## src/rtl/sarx_pkg.sv

```systemverilog
package sarx_pkg;
  // Strobes from the framing control to the sample datapath, valid for one system clock.
  typedef struct packed {
    logic tick;        // sampling edge of the bit clock
    logic phaseStart;  // this tick is slot 0 of a new word-clock phase
    logic endValid;    // the phase that just closed was fully observed
    logic endedRight;  // the phase that just closed carried the right channel
    logic shiftBit;    // the bit of this tick belongs to the sample
  } sarxStrobe_t;
endpackage

```

## src/rtl/sarx_ctrl.sv

```systemverilog
module sarx_ctrl
  import sarx_pkg::*;
#(
  parameter int DIV_W       = 8,
  parameter int BITS_W      = 5,
  parameter int SYNC_STAGES = 2,
  parameter int FRAME_BITS  = 64,
  parameter int SLOT_W      = 6
) (
  input  logic              clk,
  input  logic              rstN,
  input  logic              cfgMaster,
  input  logic [DIV_W-1:0]  cfgDiv,
  input  logic [BITS_W-1:0] cfgBits,
  input  logic              cfgRightJust,
  input  logic              cfgDelay,
  input  logic              cfgSclkInv,
  input  logic              cfgWclkInv,
  input  logic              sclkIn,
  input  logic              wclkIn,
  input  logic              sdIn,
  output logic              sclkOut,
  output logic              wclkOut,
  output logic              sdBit,
  output sarxStrobe_t       strobe
);
  localparam int POS_W = $clog2(FRAME_BITS);

  // Master clock generator: the bit clock toggles every cfgDiv+1 cycles.
  // The word clock is the top bit of the bit position counter.
  logic [DIV_W-1:0] divCnt;
  logic             genBck;
  logic [POS_W-1:0] bitPos;

  always_ff @(posedge clk) begin
    if (!rstN || !cfgMaster) begin
      divCnt <= '0;
      genBck <= 1'b0;
      bitPos <= '0;
    end else if (divCnt == cfgDiv) begin
      divCnt <= '0;
      genBck <= ~genBck;
      if (genBck) bitPos <= bitPos + 1'b1;   // advance on the non-sampling edge
    end else begin
      divCnt <= divCnt + 1'b1;
    end
  end

  assign sclkOut = cfgMaster & (genBck ^ cfgSclkInv);
  assign wclkOut = cfgMaster & (bitPos[POS_W-1] ^ cfgWclkInv);

  // Both modes share one sampled path, so clocks and data stay aligned.
  logic rawBck, rawWck;
  assign rawBck = cfgMaster ? sclkOut : sclkIn;
  assign rawWck = cfgMaster ? wclkOut : wclkIn;

  logic [SYNC_STAGES-1:0] syncB, syncW, syncD;
  always_ff @(posedge clk) begin
    if (!rstN) begin
      syncB <= '0;
      syncW <= '0;
      syncD <= '0;
    end else begin
      syncB <= {syncB[SYNC_STAGES-2:0], rawBck};
      syncW <= {syncW[SYNC_STAGES-2:0], rawWck};
      syncD <= {syncD[SYNC_STAGES-2:0], sdIn};
    end
  end

  logic bckEff, chNow, prevBck, tick;
  assign bckEff = syncB[SYNC_STAGES-1] ^ cfgSclkInv;
  assign chNow  = syncW[SYNC_STAGES-1] ^ cfgWclkInv;   // 0: left, 1: right
  assign sdBit  = syncD[SYNC_STAGES-1];
  assign tick   = bckEff & ~prevBck;

  // Phase tracking
  logic              lastCh, armed, phaseStart;
  logic [SLOT_W-1:0] slotCnt, slotNow;
  logic [SLOT_W:0]   slotWide, firstSlot, endSlot;

  assign phaseStart = tick & (chNow != lastCh);
  assign slotNow    = phaseStart ? '0 : ((slotCnt == '1) ? slotCnt : slotCnt + 1'b1);
  assign slotWide   = {1'b0, slotNow};
  assign firstSlot  = (SLOT_W+1)'(cfgDelay);
  assign endSlot    = (SLOT_W+1)'(cfgBits) + firstSlot;

  always_ff @(posedge clk) begin
    if (!rstN) begin
      prevBck <= 1'b1;
      lastCh  <= 1'b0;
      armed   <= 1'b0;
      slotCnt <= '0;
    end else begin
      prevBck <= bckEff;
      if (tick) begin
        lastCh  <= chNow;
        slotCnt <= slotNow;
        if (phaseStart) armed <= 1'b1;
      end
    end
  end

  always_comb begin
    strobe.tick       = tick;
    strobe.phaseStart = phaseStart;
    strobe.endValid   = phaseStart & armed;
    strobe.endedRight = lastCh;
    strobe.shiftBit   = tick & (cfgRightJust | ((slotWide >= firstSlot) && (slotWide < endSlot)));
  end
endmodule

```

## src/rtl/sarx_datapath.sv

```systemverilog
module sarx_datapath
  import sarx_pkg::*;
#(
  parameter int SAMPLE_W = 24,
  parameter int BITS_W   = 5
) (
  input  logic                clk,
  input  logic                rstN,
  input  sarxStrobe_t         strobe,
  input  logic                sdBit,
  input  logic [BITS_W-1:0]   cfgBits,
  output logic [SAMPLE_W-1:0] leftOut,
  output logic [SAMPLE_W-1:0] rightOut,
  output logic                sampleValid
);
  localparam int IDX_W = $clog2(SAMPLE_W);

  logic [SAMPLE_W-1:0] shReg, ext, leftHold;
  logic                leftOk;
  logic [BITS_W-1:0]   nbEff;
  logic [IDX_W-1:0]    topIdx;

  assign nbEff  = (cfgBits == '0) ? BITS_W'(1)
                : (cfgBits > BITS_W'(SAMPLE_W)) ? BITS_W'(SAMPLE_W) : cfgBits;
  assign topIdx = IDX_W'(nbEff - 1'b1);

  // Sign extension from the configured resolution
  always_comb begin
    for (int i = 0; i < SAMPLE_W; i++) begin
      ext[i] = (i < int'(nbEff)) ? shReg[i] : shReg[topIdx];
    end
  end

  always_ff @(posedge clk) begin
    if (!rstN) begin
      shReg       <= '0;
      leftHold    <= '0;
      leftOk      <= 1'b0;
      leftOut     <= '0;
      rightOut    <= '0;
      sampleValid <= 1'b0;
    end else begin
      sampleValid <= 1'b0;
      if (strobe.tick) begin
        if (strobe.endValid) begin
          if (!strobe.endedRight) begin
            leftHold <= ext;
            leftOk   <= 1'b1;
          end else if (leftOk) begin
            leftOut     <= leftHold;
            rightOut    <= ext;
            sampleValid <= 1'b1;
            leftOk      <= 1'b0;
          end
        end
        if (strobe.phaseStart) begin
          shReg <= strobe.shiftBit ? {{(SAMPLE_W-1){1'b0}}, sdBit} : '0;
        end else if (strobe.shiftBit) begin
          shReg <= {shReg[SAMPLE_W-2:0], sdBit};
        end
      end
    end
  end
endmodule

```

## src/rtl/serial_audio_rx.sv

```systemverilog
module serial_audio_rx
  import sarx_pkg::*;
#(
  parameter int SAMPLE_W    = 24,
  parameter int DIV_W       = 8,
  parameter int SYNC_STAGES = 2,
  parameter int FRAME_BITS  = 64,
  parameter int BITS_W      = $clog2(SAMPLE_W + 1)
) (
  input  logic                clk,
  input  logic                rstN,
  input  logic                cfgMaster,
  input  logic [DIV_W-1:0]    cfgDiv,
  input  logic [BITS_W-1:0]   cfgBits,
  input  logic                cfgRightJust,
  input  logic                cfgDelay,
  input  logic                cfgSclkInv,
  input  logic                cfgWclkInv,
  input  logic                sclkIn,
  input  logic                wclkIn,
  input  logic                sdIn,
  output logic                sclkOut,
  output logic                wclkOut,
  output logic [SAMPLE_W-1:0] leftOut,
  output logic [SAMPLE_W-1:0] rightOut,
  output logic                sampleValid
);
  localparam int SLOT_W = $clog2(FRAME_BITS);

  sarxStrobe_t strobe;
  logic        sdBit;

  sarx_ctrl #(
    .DIV_W(DIV_W), .BITS_W(BITS_W), .SYNC_STAGES(SYNC_STAGES),
    .FRAME_BITS(FRAME_BITS), .SLOT_W(SLOT_W)
  ) uCtrl (
    .clk(clk), .rstN(rstN), .cfgMaster(cfgMaster), .cfgDiv(cfgDiv),
    .cfgBits(cfgBits), .cfgRightJust(cfgRightJust), .cfgDelay(cfgDelay),
    .cfgSclkInv(cfgSclkInv), .cfgWclkInv(cfgWclkInv),
    .sclkIn(sclkIn), .wclkIn(wclkIn), .sdIn(sdIn),
    .sclkOut(sclkOut), .wclkOut(wclkOut), .sdBit(sdBit), .strobe(strobe)
  );

  sarx_datapath #(.SAMPLE_W(SAMPLE_W), .BITS_W(BITS_W)) uData (
    .clk(clk), .rstN(rstN), .strobe(strobe), .sdBit(sdBit), .cfgBits(cfgBits),
    .leftOut(leftOut), .rightOut(rightOut), .sampleValid(sampleValid)
  );
endmodule

```

## config.mk

```make
export PLATFORM = sky130hd
export DESIGN_NAME = serial_audio_rx
export DESIGN_NICKNAME = d
export VERILOG_FILES = /design/src/rtl/sarx_pkg.sv /design/src/rtl/sarx_ctrl.sv /design/src/rtl/sarx_datapath.sv /design/src/rtl/serial_audio_rx.sv
export SDC_FILE = /design/constraint.sdc
export NUM_CORES = 1
export LEC_CHECK = 0
export ABC_AREA = 0
export ABC_CLOCK_PERIOD_IN_PS = 7400
export BUFFER_PORTS_ARGS = -buffer_cell sky130_fd_sc_hd__clkbuf_2
export CAP_MARGIN = 20
export CORE_ASPECT_RATIO = 0.5
export CORE_MARGIN = 1.5
export CORE_UTILIZATION = 33
export CTS_CLUSTER_DIAMETER = 150
export DETAILED_ROUTE_END_ITERATION = 8
export GPL_ROUTABILITY_DRIVEN = 0
export PLACE_DENSITY = 0.48
export RECOVER_POWER = 100
export SLEW_MARGIN = 20
export SYNTH_ARGS = -nofsm -noshare
export SYNTH_HDL_FRONTEND = slang
export SYNTH_SLANG_ARGS = --single-unit
```

## constraint.sdc

```tcl
create_clock -name clk -period 7.4 [get_ports clk]
set_input_delay 0.37 -clock clk [delete_from_list [all_inputs] [get_ports clk]]
set_output_delay 0.37 -clock clk [all_outputs]
set_load 0.1 [all_outputs]
```

# Yosys cells after proc, flatten, opt, wreduce, memory -nomap -nowiden

Cells that the tools add are included.
Widths: inputs -> output; s select.

Equal/unequal tests: 3
Add/subtract/negate cells: 5
Magnitude comparators: 28
Bitwise gates (word level): 14
Reduce and logical (&&, ||, !) cells: 14
Multiplexer cells: 37

Operators with widths:

| cell                | number |
|---|---|
| $mux 24             | 2 |
| $lt 4x5->1 const A  | 8 |
| $lt 5x5->1 const A  | 8 |
| $mux 1              | 30 |
| $lt 3x5->1 const A  | 4 |
| $add 6x1->6 const B | 2 |
| $mux 6              | 2 |
| $lt 1x5->1 const A  | 2 |
| $lt 2x5->1 const A  | 2 |
| $mux 5              | 2 |
| $add 8x1->8 const B | 1 |
| $eq 8x8->1          | 1 |
| $reduce_and 2->1    | 4 |
| $reduce_and 4->1    | 2 |
| $lt 6x7->1          | 1 |
| $add 5x1->6         | 1 |
| $and 1x1->1         | 6 |
| $eq 6x6->1 const B  | 1 |
| $ge 6x1->1          | 1 |
| $lt 5x6->1 const B  | 1 |
| $bmux 1 s5          | 1 |
| $gt 5x5->1 const B  | 1 |
| $logic_not 5->1     | 1 |
| $sub 5x1->5 const B | 1 |
| other kinds (10)    | 16 |

Output and inout bits: 51
Register bits: 128

# Logic depth before layout (Yosys ltp)

Gate-level depths: netlist of the first run.

Depth in word-level cells: 10
Mapped depth: 14
Depth with buffers taken out: 10

# Modules after synthesis

A second synthesis of the first run with hierarchy kept.

Cells, all modules: 707
Area total of the unflattened synthesis: 6122.1 um^2

Modules (own cells, without submodules):

| module        | sequential area each (um^2) | cells an instance | times used | area each (um^2) |
|---|---|---|---|---|
| sarx_datapath | 1961.9                      | 501               | 1          | 4351.7 |
| sarx_ctrl     | 600.6                       | 206               | 1          | 1770.4 |

# Worst setup path before layout of the first run

Ideal clock, no wire load.

Kind: input port to flip-flop
From: input cfgBits[4]
To: register uData.rightOut[17]
Cell stages on the path: 13
Path buffers: 4
Data required time: 7.266 ns
Arrival: 3.291 ns
Library setup time: 0.134 ns
Path slack: 3.974 ns
Cells stage by stage: clkbuf_1 > clkbuf_1 > clkbuf_1 > nand2_1 > nand2_1 > ha_1 > xnor2_2 > mux2i_1 > mux2i_1 > o211a_1 > nor4_1 > clkbuf_1 > a21oi_1

Word-level cells in the longest chain between the ends: 7

Ends and longest elaborated chain:

| what                         | line                  | text |
|---|---|---|
| start: declaration           | serial_audio_rx.sv:14 | `input logic [BITS_W-1:0] cfgBits,` |
| $gt 5x5->1                   | sarx_datapath.sv:24   | `: (cfgBits > BITS_W'(SAMPLE_W)) ? BITS_W'(SAMPLE_W) : cfgBits;` |
| $mux 5                       | sarx_datapath.sv:24   |  |
| $mux 5 (*)                   | sarx_datapath.sv:23   | `assign nbEff = (cfgBits == '0) ? BITS_W'(1)` |
| $sub 5x1->5                  | sarx_datapath.sv:25   | `assign topIdx = IDX_W'(nbEff - 1'b1);` |
| $bmux 1 s5                   | sarx_datapath.sv:30   | `ext[i] = (i < int'(nbEff)) ? shReg[i] : shReg[topIdx];` |
| $mux 1 (not written as such) | sarx_datapath.sv:30   |  |
| $mux 1 (*)                   | sarx_datapath.sv:30   |  |
| end signal: assignment       | sarx_datapath.sv:51   | `rightOut <= ext;` |
| end: declaration             | sarx_datapath.sv:13   | `output logic [SAMPLE_W-1:0] rightOut,` |

Mark *: on every way between the ends. The rest lies on a longest branch, timed or not. The select of a mux whose other input is x is not followed.
A chain may end at the register's enable or synchronous reset.

# Final worst setup path of the first run

From: register uCtrl.lastCh
To: register uData.shReg[14]

Word-level cells in the longest chain between the ends: 9

Ends and longest elaborated chain:

| what                                     | line                | text |
|---|---|---|
| start: declaration                       | sarx_ctrl.sv:77     | `logic lastCh, armed, phaseStart;` |
| start signal: assignment                 | sarx_ctrl.sv:96     | `lastCh <= chNow;` |
| $ne 1x1->1 (*)                           | sarx_ctrl.sv:81     | `assign phaseStart = tick & (chNow != lastCh);` |
| $and 1x1->1 (*)                          | sarx_ctrl.sv:81     |  |
| $mux 6 (*)                               | sarx_ctrl.sv:82     | `assign slotNow = phaseStart ? '0 : ((slotCnt == '1) ? slotCnt : slotCnt + 1'b1);` |
| net uCtrl.slotNow[5]                     | sarx_ctrl.sv:78     | `logic [SLOT_W-1:0] slotCnt, slotNow;` |
| $lt 6x7->1 or $ge 6x1->1 (tied branches) | sarx_ctrl.sv:108    | `strobe.shiftBit = tick & (cfgRightJust \| ((slotWide >= firstSlot) && (slotWide < endSlot)));` |
| $logic_and 1x1->1 (*)                    | sarx_ctrl.sv:108    |  |
| $or 1x1->1 (*)                           | sarx_ctrl.sv:108    |  |
| $and 1x1->1 (*)                          | sarx_ctrl.sv:108    |  |
| $reduce_bool 2->1 (no line) (*)          | --                  |  |
| $reduce_and 2->1 (no line) (*)           | --                  |  |
| end signal: assignment                   | sarx_datapath.sv:57 | `shReg <= strobe.shiftBit ? {{(SAMPLE_W-1){1'b0}}, sdBit} : '0;` |
| end signal: assignment                   | sarx_datapath.sv:59 | `shReg <= {shReg[SAMPLE_W-2:0], sdBit};` |
| end: declaration                         | sarx_datapath.sv:18 | `logic [SAMPLE_W-1:0] shReg, ext, leftHold;` |

Mark *: on every way through the listed nets, which the timed path passes. The rest lies on a longest branch.

==> parameters.txt, run 1 <==
Parameter                              Value

Global routing
  Via count of the first global-routing pass    4746
  Overall fraction of global-route tracks in use    17.7%
  Residual overflow from global routing    0
  Initial antenna violation count    0
  Largest net degree at the start of global routing    73
  Global-route wire length before repair    25900 um

Timing
  Transition time of the tightest slew-check pin    2.02 ns
  Count of pins over their slew limit    88
  Highest clock rate    198 MHz
  Worst clock skew    0.00906 ns
  Fin Setup TNS    0 ns
  Fin crit period    5.05 ns
  Final hold violation count    0
  Final setup viols    0
  Max transition margin    -34.6%
  Final clock period utilization by the worst path    68.3%
  Unrepaired setup endpoints after global routing    no

Synthesis
  Dominant combinational cell family by area after synthesis    simple AND/OR/NAND/NOR gates
  Warnings, synthesis    0
  Combined area of all synthesized cells    5960 um^2
  Synthesized-area fraction occupied by ao, oa, aoi and oai cells    19.5%
  Number of flip-flops and latches in the synthesized netlist    128
  Number of library cell types mapped by synthesis    51
  Basic-gate share of the synthesized area counting and, or, nand and nor cells    20.1%
  Adder-cell share of the synthesized area    2.31%
  Avg Inst Size Synth    8.43 um^2
  Most area-hungry cell type in the Yosys netlist    sky130_fd_sc_hd__dfxtp_1
  Gate Count Post-Synth    707
  Post-synthesis share of cell area spent on xor and xnor gates    4.76%
  Net count after synthesis    741
  Prevailing post-synth register cell    sky130_fd_sc_hd__dfxtp_1
  Share of synthesized area spent on multiplexers    6.93%
  Async set-or-reset flop fraction in the synthesized netlist    0%
  Number of enable-type register cells in the synthesized netlist    0
  Share of the yosys chip area belonging to registers    43.0%
  Proportion of netlist area held by the largest area contributor    43.0%
  Top cells by area in the synthesized netlist    sky130_fd_sc_hd__dfxtp_1, sky130_fd_sc_hd__nand2_1, sky130_fd_sc_hd__mux2i_1, sky130_fd_sc_hd__o211ai_1, sky130_fd_sc_hd__a21oi_1

Pwr
  Design internal power    0.00121 W
  Net load switching power    0.000415 W
  Part of the total power dissipated in the clock network    49.8%
  Power density over the cells    234 nW/um^2
  Worst-case vdd ir drop    164 uV
  Logic gate share of total power    7.4%
  Switching share of power    25.5%
  Register share of total power    42.8%
  Overall Power    0.00163 W
  Leakage power total    2.57 nW

Finish
  Total number of nets in the final design    795
  Final design instance area without fill    6980 um^2
  Most frequent standard cell in the layout excluding fill and tap cells    sky130_fd_sc_hd__nand2_1
  Share of cells above drive strength 1    8.66%
  Leading cell types in the layout, fill and taps excluded    sky130_fd_sc_hd__nand2_1, sky130_fd_sc_hd__dfxtp_1, sky130_fd_sc_hd__a21oi_1, sky130_fd_sc_hd__clkbuf_1, sky130_fd_sc_hd__nor2_1
  Ant diodes    0
  Relative area change from synthesis to final layout    17.0%

Die
  Vert. Die Dim    98.0 um
  Core area    17500 um^2
  Chip Width    193 um
  Starting density of the core    34.0%
  Die Area    18900 um^2
  Boundary pin count    74
  Row count    34

Worst setup path
  Highest cell delay on the worst timing path    1.41 ns
  Cell family contributing the most delay on the critical path    simple AND/OR/NAND/NOR gates
  Standard cell with the maximum stage delay on the critical path    sky130_fd_sc_hd__a31oi_2
  Buf+Inv Stages, Crit Path    0
  Critical-path cell list    xnor3_1, nor3_1, nor3b_1, or4b_4, a32o_1, a31oi_2, mux2i_1
  Data arrival time of the worst path    5.38 ns
  Max FO, Critical Path    24
  Type of element capturing the critical path    flop
  Critical Path RT    7.72 ns
  Critical path launch point type    flop
  Kind of critical path    reg -> reg

Drt
  Routed wire length    15900 um
  Antenna-violating nets left    0
  Total number of vias    5038
  Number of vias per cell after detailed routing    5.00
  Wire length per cell after detailed routing    15.8 um
  Number of DRC markers after the initial detailed-route iteration    294
  Length of the first detailed-routing pass in iterations    4
  # DRC    0

CTS
  Root buf cell    sky130_fd_sc_hd__clkbuf_16
  Number of clock sinks    128
  CTS Hold Buffers Added    0
  CTS buffer count    17
  Clk_lat worst skew    0.42 ns
  Clock Pin Slew Worst Setup and Hold Paths    0.06 ns
  Clock tree from TritonCTS    done
  Number of instances resized during post-cts repair    0
  Buffers inserted during post-CTS setup optimization    0
  Longest Clk Path Bufs    2
  Clock H-tree levels    4

Status
  Violations in the final reports    max-capacitance violations, max-slew violations
  Run status    finished with violations

Flow run
  Max-cap violations    3

Placement
  Post-DP HPWL    11200 um
  Placed cell area    6510 um^2
  I/O Buffers    73

Hold path
  Path class of the lowest-slack min-delay path    in -> reg
[cell families (layout without fill, tap and decap cells)]
logic type               count (synthesis)  after routing
XOR/XNOR                                30             30
buffers and inverters                   50            117
flip-flops                             128            128
AND/OR/NAND/NOR                        274            274
adder cells (fa/ha/maj)                 11             11
AO/OA/AOI/OAI                          174            174
multiplexers                            40             40
[flip-flops by register name, indices dropped and copies added, names as in the netlist]
name and flops:
uCtrl.armed 1, uCtrl.bitPos 6, uCtrl.divCnt 8, uCtrl.genBck 1, uCtrl.lastCh 1, uCtrl.prevBck 1
uCtrl.slotCnt 6, uCtrl.syncB 2, uCtrl.syncD 2, uCtrl.syncW 2, uData.leftHold 24, uData.leftOk 1
uData.leftOut 24, uData.rightOut 24, uData.sampleValid 1, uData.shReg 24
[cell usage after synthesis, types with 3 or more instances]
master	n
sky130_fd_sc_hd__nand2_1	153
sky130_fd_sc_hd__dfxtp_1	128
sky130_fd_sc_hd__a21oi_1	57
sky130_fd_sc_hd__nor2_1	55
sky130_fd_sc_hd__o211ai_1	46
sky130_fd_sc_hd__clkbuf_1	39
sky130_fd_sc_hd__mux2i_1	39
sky130_fd_sc_hd__a21boi_0	33
sky130_fd_sc_hd__and2_1	15
sky130_fd_sc_hd__xnor2_1	14
sky130_fd_sc_hd__xor2_1	14
sky130_fd_sc_hd__o21ai_0	12
sky130_fd_sc_hd__ha_1	11
sky130_fd_sc_hd__nand3_1	10
sky130_fd_sc_hd__nor2b_1	8
sky130_fd_sc_hd__nand4_1	6
sky130_fd_sc_hd__and3_1	5
sky130_fd_sc_hd__nor3_1	5
sky130_fd_sc_hd__inv_1	4
sky130_fd_sc_hd__o21a_1	4
sky130_fd_sc_hd__or2_2	4
sky130_fd_sc_hd__buf_2	3
sky130_fd_sc_hd__nor4_1	3
sky130_fd_sc_hd__o31ai_1	3
sky130_fd_sc_hd__or3_1	3
[power groups by stage]
stage                     clock [W]  combinational [W]  sequential (W)
after floorplan                   0          0.0000921        0.000712
after global placement            0           0.000122        0.000714
after detailed placement          0           0.000123        0.000714
after CTS                  0.000833           0.000123        0.000698
after global routing       0.000870           0.000132        0.000699
final                      0.000812           0.000120        0.000698
[worst paths after layout]
| kind | startpoint | to | slack, ns | depth (start not counted) |
|---|---|---|---|---|
| max | uCtrl.lastCh | uData.shReg[14] | 2.35 | 7 |
| min | sdIn | uCtrl.syncD[0] | 0.19 | 2 |
| max reg2reg | uCtrl.lastCh | uData.shReg[14] | 2.35 | 7 |
| min reg2reg | uCtrl.syncB[0] | uCtrl.syncB[1] | 0.43 | 1 |
[metal layers]
layer  part of all wire (%)  GRT usage (%)
met4                    1.0           5.62
met2                     45           27.2
met3                    3.8           4.28
met1                     50           24.5
met5                      0              0
[worst reg2reg max path: stages, from the launching register on]
cell	delay, ns
sky130_fd_sc_hd__dfxtp_1	0.44
sky130_fd_sc_hd__xnor3_1	0.43
sky130_fd_sc_hd__nor3_1	1.16
sky130_fd_sc_hd__nor3b_1	0.32
sky130_fd_sc_hd__or4b_4	0.64
sky130_fd_sc_hd__a32o_1	0.27
sky130_fd_sc_hd__a31oi_2	1.41
sky130_fd_sc_hd__mux2i_1	0.32
[stage by stage]
stage / instances / setup WS, ns / utilization, % / hold WS [ns]
2_1_floorplan: 707 / 3.97 / - / 0.412
3_3_place_gp: 976 / 3.41 / 37.2 / 0.416
3_5_place_dp: 976 / 3.31 / 37.2 / 0.421
4_1_cts: 1008 / 3.67 / 40.4 / 0.168
5_1_grt: 1008 / 1.79 / 39.8 / 0.157
6_report: 1008 / 2.35 / 39.8 / 0.186
[layout make-up]
cell class,count,area (um^2)
multi-input cells,529,3190
inverters,4,15.0
flip-flops and latches,128,2560
clock buffers,18,439
fillers,1848,10600
clock inverters,14,133
repair buffers,81,345
well taps,234,293
Note: power is estimated with default switching activity, not from simulation.
==> run 2: changes to the inputs <==
Settings changed: ABC_CLOCK_PERIOD_IN_PS 7400 to 5000.
Clock period 7.4 ns to 5 ns, I/O delays scaled along.
==> parameters.txt, run 2 (synthesized netlist as in run 1, its figures left out) <==
Parameter                              Value

Finish
  Relative area change from synthesis to final layout    18.3% (was 17.0%)
  Share of cells above drive strength 1    9.02% (was 8.66%)
  Ant diodes    0 (unchanged)
  Leading cell types in the layout, fill and taps excluded    sky130_fd_sc_hd__nand2_1, sky130_fd_sc_hd__dfxtp_1, sky130_fd_sc_hd__a21oi_1, sky130_fd_sc_hd__clkbuf_1, sky130_fd_sc_hd__nor2_1 (unchanged)
  Total number of nets in the final design    797 (was 795)
  Most frequent standard cell in the layout excluding fill and tap cells    sky130_fd_sc_hd__nand2_1 (unchanged)
  Count of placed standard cells in the final layout, fillers left out    1010 (was 1008)

Global routing
  Largest net degree at the start of global routing    66 (was 73)
  Via count of the first global-routing pass    4749 (was 4746)
  Residual overflow from global routing    0 (unchanged)
  Global-route wire length before repair    25700 um (was 25900 um)
  Overall fraction of global-route tracks in use    17.6% (was 17.7%)
  Initial antenna violation count    0 (unchanged)

Die
  Die Area    18900 um^2 (unchanged)
  Chip Width    193 um (unchanged)
  Starting density of the core    34.0% (unchanged)
  Row count    34 (unchanged)
  Core area    17500 um^2 (unchanged)
  Boundary pin count    74 (unchanged)
  Vert. Die Dim    98.0 um (unchanged)

Pwr
  Register share of total power    41.3% (was 42.8%)
  Worst-case vdd ir drop    246 uV (was 164 uV)
  Leakage power total    2.62 nW (was 2.57 nW)
  Power density over the cells    355 nW/um^2 (was 234 nW/um^2)
  Logic gate share of total power    7.1% (was 7.4%)
  Overall Power    0.00250 W (was 0.00163 W)
  Part of the total power dissipated in the clock network    51.6% (was 49.8%)
  Net load switching power    0.000577 W (was 0.000415 W)
  Switching share of power    23.0% (was 25.5%)
  Design internal power    0.00193 W (was 0.00121 W)

Worst setup path
  Type of element capturing the critical path    flop (unchanged)
  Critical path launch point type    flop (unchanged)
  Kind of critical path    reg -> reg (unchanged)
  Highest cell delay on the worst timing path    0.78 ns (was 1.41 ns)
  Standard cell with the maximum stage delay on the critical path    sky130_fd_sc_hd__a31oi_1 (was sky130_fd_sc_hd__a31oi_2)
  Critical-path cell list    xnor3_1, nor3_4, nor3b_1, or4b_4, a32o_1, a31oi_1, buf_4, mux2i_1 (was xnor3_1, nor3_1, nor3b_1, or4b_4, a32o_1, a31oi_2, mux2i_1)
  Data arrival time of the worst path    4.19 ns (was 5.38 ns)
  Max FO, Critical Path    17 (was 24)
  Critical Path RT    5.34 ns (was 7.72 ns)

Drt
  Length of the first detailed-routing pass in iterations    5 (was 4)
  # DRC    0 (unchanged)
  Number of vias per cell after detailed routing    5.02 (was 5.00)
  Wire length per cell after detailed routing    15.8 um (about the same)
  Total number of vias    5068 (was 5038)
  Routed wire length    16000 um (was 15900 um)
  Number of DRC markers after the initial detailed-route iteration    281 (was 294)
  Antenna-violating nets left    0 (unchanged)

CTS
  Longest Clk Path Bufs    2 (unchanged)
  Clk_lat worst skew    0.42 ns (about the same)
  Number of clock sinks    128 (unchanged)
  CTS buffer count    17 (unchanged)
  Number of instances resized during post-cts repair    0 (unchanged)
  Buffers inserted during post-CTS setup optimization    0 (unchanged)
  Root buf cell    sky130_fd_sc_hd__clkbuf_16 (unchanged)
  Clock tree from TritonCTS    done (unchanged)
  Clock Pin Slew Worst Setup and Hold Paths    0.06 ns (about the same)
  Clock H-tree levels    4 (unchanged)
  CTS Hold Buffers Added    0 (unchanged)

Placement
  I/O Buffers    73 (unchanged)
  Placed Cells    978 (was 976)
  Post-DP HPWL    11100 um (was 11200 um)

Timing
  Final clock period utilization by the worst path    77.0% (was 68.3%)
  Transition time of the tightest slew-check pin    2.05 ns (was 2.02 ns)
  Count of pins over their slew limit    48 (was 88)
  Max transition margin    -36.5% (was -34.6%)
  Highest clock rate    260 MHz (was 198 MHz)
  Final hold violation count    0 (unchanged)
  Fin crit period    3.85 ns (was 5.05 ns)
  Unrepaired setup endpoints after global routing    no (unchanged)
  Worst clock skew    0.0129 ns (was 0.00906 ns)
  Final setup viols    0 (unchanged)
  Fin Setup TNS    0 ns (unchanged)

Status
  Violations in the final reports    max-capacitance violations, max-slew violations (unchanged)
  Run status    finished with violations (unchanged)

Hold path
  Path class of the lowest-slack min-delay path    in -> reg (unchanged)

Flow run
  Max-cap violations    1 (was 3)
## run 2: changes by cell type in the layout (fill, tap and decap cells not counted), sizes merged
cell / change
clkbuf: +2
inv: -5
clkinvlp: +1
bufinv: +2
buf: +5
clkinv: -3
## run 2: per-layer routing
| layer | part of all wire, % | wire, um | global-route usage [%] | up-vias |
|---|---|---|---|---|
| met5 | 0 | 0 | 0 | - |
| met4 | 0.26 | 42 | 5.68 | 0 |
| met3 | 4.5 | 723 | 3.85 | 2 |
| met2 | 46 | 7420 | 27.3 | 87 |
| met1 | 49 | 7810 | 24.3 | 2401 |
| li1 | - | - | - | 2578 |
## run 2: cell type report
type,instances,area (um^2)
Multi-Input combinational cell,529,3190
Clock buffer,23,488
Sequential cell,128,2560
Fill cell,1822,10500
Clock inverter,9,130
Tap cell,234,293
Inverter,4,15.0
Timing Repair Buffer,83,372
## run 2: metrics by stage
| step | hold slack (ns) | utilization [%] | setup WS [ns] | area [um^2] |
|---|---|---|---|---|
| finish | 0.0710 | 40.2 | 1.15 | 7050 |
| global route | 0.0809 | 40.2 | 0.734 | 7050 |
| CTS | 0.0491 | 40.8 | 1.55 | 7140 |
| detailed placement | 0.422 | 37.2 | 1.46 | 6530 |
| global placement | 0.418 | 37.2 | 1.59 | 6530 |
| floorplan | 0.377 | - | 1.69 | 5960 |
## run 2: worst paths after layout
check	startpoint	to	slack (ns)	cells past startpoint
max	uCtrl.lastCh	uData.shReg[20]	1.15	8
min	sdIn	uCtrl.syncD[0]	0.07	2
max reg2reg	uCtrl.lastCh	uData.shReg[20]	1.15	8
min reg2reg	uCtrl.syncB[0]	uCtrl.syncB[1]	0.43	1
## run 2: critical path, delay by kind of cell, from the launching register on
kind,cells,cell delay (ns)
compound gates,2,1.04
flops,1,0.41
mux,1,0.23
xor+xnor,1,0.46
buf+inv,1,0.45
simple gates,3,1.18
## run 2: power groups by stage
stage / Sequential [W] / Clock [W] / Combinational, W
finish: 0.00103 / 0.00129 / 0.000178
global route: 0.00103 / 0.00138 / 0.000194
CTS: 0.00103 / 0.00133 / 0.000183
detailed placement: 0.00106 / 0 / 0.000182
global placement: 0.00106 / 0 / 0.000180
floorplan: 0.00105 / 0 / 0.000136
==> run 3: changes to the inputs <==
Settings changed: ABC_CLOCK_PERIOD_IN_PS 5000 to 3400, PLACE_DENSITY 0.48 to 0.5.
Clock period 5 ns to 3.4 ns, I/O delays scaled along.
==> parameters.txt, run 3 (synthesized netlist as in run 1, its figures left out) <==
Parameter                              Value

Timing
  Unrepaired setup endpoints after global routing    no (unchanged)
  Count of pins over their slew limit    0 (was 48)
  Final setup viols    0 (unchanged)
  Highest clock rate    323 MHz (was 260 MHz)
  Fin crit period    3.10 ns (was 3.85 ns)
  Worst clock skew    0.0120 ns (was 0.0129 ns)
  Final clock period utilization by the worst path    91.2% (was 77.0%)
  Transition time of the tightest slew-check pin    1.21 ns (was 2.05 ns)
  Final hold violation count    0 (unchanged)
  Max transition margin    19.7% (was -36.5%)
  Fin Setup TNS    0 ns (unchanged)

Pwr
  Logic gate share of total power    7.6% (was 7.1%)
  Power density over the cells    501 nW/um^2 (was 355 nW/um^2)
  Net load switching power    0.000944 W (was 0.000577 W)
  Switching share of power    26.3% (was 23.0%)
  Part of the total power dissipated in the clock network    50.1% (was 51.6%)
  Register share of total power    42.4% (was 41.3%)
  Worst-case vdd ir drop    316 uV (was 246 uV)
  Design internal power    0.00264 W (was 0.00193 W)
  Leakage power total    2.67 nW (was 2.62 nW)

CTS
  Clock H-tree levels    4 (unchanged)
  Root buf cell    sky130_fd_sc_hd__clkbuf_16 (unchanged)
  Number of instances resized during post-cts repair    0 (unchanged)
  Clock Pin Slew Worst Setup and Hold Paths    0.06 ns (about the same)
  Longest Clk Path Bufs    2 (unchanged)
  Buffers inserted during post-CTS setup optimization    0 (unchanged)
  CTS buffer count    17 (unchanged)
  Clock tree from TritonCTS    done (unchanged)
  Number of clock sinks    128 (unchanged)
  Clk_lat worst skew    0.42 ns (about the same)

Drt
  # DRC    0 (unchanged)
  Number of vias per cell after detailed routing    5.08 (was 5.02)
  Total number of vias    5190 (was 5068)
  Wire length per cell after detailed routing    15.7 um (was 15.8 um)
  Length of the first detailed-routing pass in iterations    4 (was 5)
  Number of DRC markers after the initial detailed-route iteration    310 (was 281)
  Antenna-violating nets left    0 (unchanged)
  Routed wire length    16000 um (about the same)

Die
  Die Area    18900 um^2 (unchanged)
  Boundary pin count    74 (unchanged)
  Starting density of the core    34.0% (unchanged)
  Row count    34 (unchanged)
  Vert. Die Dim    98.0 um (unchanged)
  Core area    17500 um^2 (unchanged)
  Chip Width    193 um (unchanged)

Worst setup path
  Max FO, Critical Path    24 (was 17)
  Highest cell delay on the worst timing path    0.37 ns (was 0.78 ns)
  Type of element capturing the critical path    flop (unchanged)
  Critical Path RT    3.70 ns (was 5.34 ns)
  Standard cell with the maximum stage delay on the critical path    sky130_fd_sc_hd__dfxtp_1 (was sky130_fd_sc_hd__a31oi_1)
  Data arrival time of the worst path    3.40 ns (was 4.19 ns)
  Buf+Inv Stages, Crit Path    1 (unchanged)
  Critical-path cell list    ha_1, and2_0, and4_1, nor3_1, ha_1, a21o_1, a211oi_1, nor2b_1, a31oi_4, buf_12, mux2i_1 (was xnor3_1, nor3_4, nor3b_1, or4b_4, a32o_1, a31oi_1, buf_4, mux2i_1)
  Critical path launch point type    flop (unchanged)
  Cell family contributing the most delay on the critical path    simple AND/OR/NAND/NOR gates (unchanged)
  Critical path's most frequent cell    sky130_fd_sc_hd__ha_1
  Kind of critical path    reg -> reg (unchanged)

Hold path
  Path class of the lowest-slack min-delay path    in -> reg (unchanged)

Status
  Run status    complete, no violations (was finished with violations)

Finish
  FF/Latch Area    2560 um^2 (unchanged)
  Number of filler instances in the final layout    1805 (was 1822)
  Share of cells above drive strength 1    10.3% (was 9.02%)
  Relative area change from synthesis to final layout    20.3% (was 18.3%)
  Total number of nets in the final design    809 (was 797)
  Most frequent standard cell in the layout excluding fill and tap cells    sky130_fd_sc_hd__nand2_1 (unchanged)
  Leading cell types in the layout, fill and taps excluded    sky130_fd_sc_hd__nand2_1, sky130_fd_sc_hd__dfxtp_1, sky130_fd_sc_hd__a21oi_1, sky130_fd_sc_hd__clkbuf_1, sky130_fd_sc_hd__nor2_1 (unchanged)
  Ant diodes    0 (unchanged)
  Final design instance area without fill    7170 um^2 (was 7050 um^2)
  Multi-input gate area    3210 um^2 (was 3190 um^2)

Placement
  Post-DP HPWL    11400 um (was 11100 um)
  Placed cell area    6670 um^2 (was 6530 um^2)
  I/O Buffers    73 (unchanged)

Global routing
  Largest net degree at the start of global routing    48 (was 66)
  Via count of the first global-routing pass    4923 (was 4749)
  Overall fraction of global-route tracks in use    17.8% (was 17.6%)
  Global-route wire length before repair    26100 um (was 25700 um)
  Residual overflow from global routing    0 (unchanged)
  Initial antenna violation count    0 (unchanged)

Flow run
  Max-cap violations    0 (was 1)
## run 3: cell count changes in the layout (fill, tap and decap cells not counted), sizes merged
cell	before	now
buf	9	18
clkinv	2	4
clkbuf	97	93
inv	4	11
bufinv	3	1
clkinvlp	4	3
dlygate4sd3	0	1
## run 3: layout make-up
class	instances	area share [%]
Timing Repair Buffer	95	7.21
Clock inverter	15	2.11
Inverter	4	0.209
Tap cell	234	4.08
Multi-Input combinational cell	529	44.7
Sequential cell	128	35.7
Clock buffer	17	5.93
## run 3: timing repair
item | in CTS | in global routing
hold buffers | 1 | 0
endpoints found under the hold margin | 1 | 0
setup endpoints to repair | 0 | 0
## run 3: stage by stage
| stage | instances | power (W) | setup WS (ns) | hold WS [ns] | utilization, % |
|---|---|---|---|---|---|
| 2_1_floorplan | 707 | 0.00175 | 0.174 | 0.297 | - |
| 3_3_place_gp | 989 | 0.00183 | 0.406 | 0.382 | 38.1 |
| 3_5_place_dp | 989 | 0.00183 | 0.313 | 0.385 | 38.1 |
| 4_1_cts | 1022 | 0.00364 | 0.395 | 0.0705 | 41.4 |
| 5_1_grt | 1022 | 0.00375 | 0.104 | 0.0867 | 40.9 |
| 6_report | 1022 | 0.00359 | 0.300 | 0.0776 | 40.9 |
## run 3: final timing paths
check                    from              end  slack (ns)  cells past startpoint
max reg2reg  uCtrl.slotCnt[0]  uData.shReg[23]        0.30                     11
min                      rstN    uCtrl.prevBck        0.08                      2
min reg2reg    uCtrl.syncB[0]   uCtrl.syncB[1]        0.43                      1
max          uCtrl.slotCnt[0]  uData.shReg[23]        0.30                     11
## run 3: metal layers
metal	vias to the layer above	global-route usage, %	part of all wire, %
li1	2607	-	-
met1	2456	25.4	50
met2	113	26.9	44
met3	14	3.77	4.9
met4	0	5.38	0.89
met5	-	0	0
## run 3: power groups by stage
stage	clock network (W)	logic (W)	registers [W]
after floorplan	0	0.000201	0.00155
after global placement	0	0.000273	0.00155
after detailed placement	0	0.000274	0.00155
after CTS	0.00184	0.000277	0.00152
after global routing	0.00193	0.000299	0.00152
final	0.00180	0.000272	0.00152
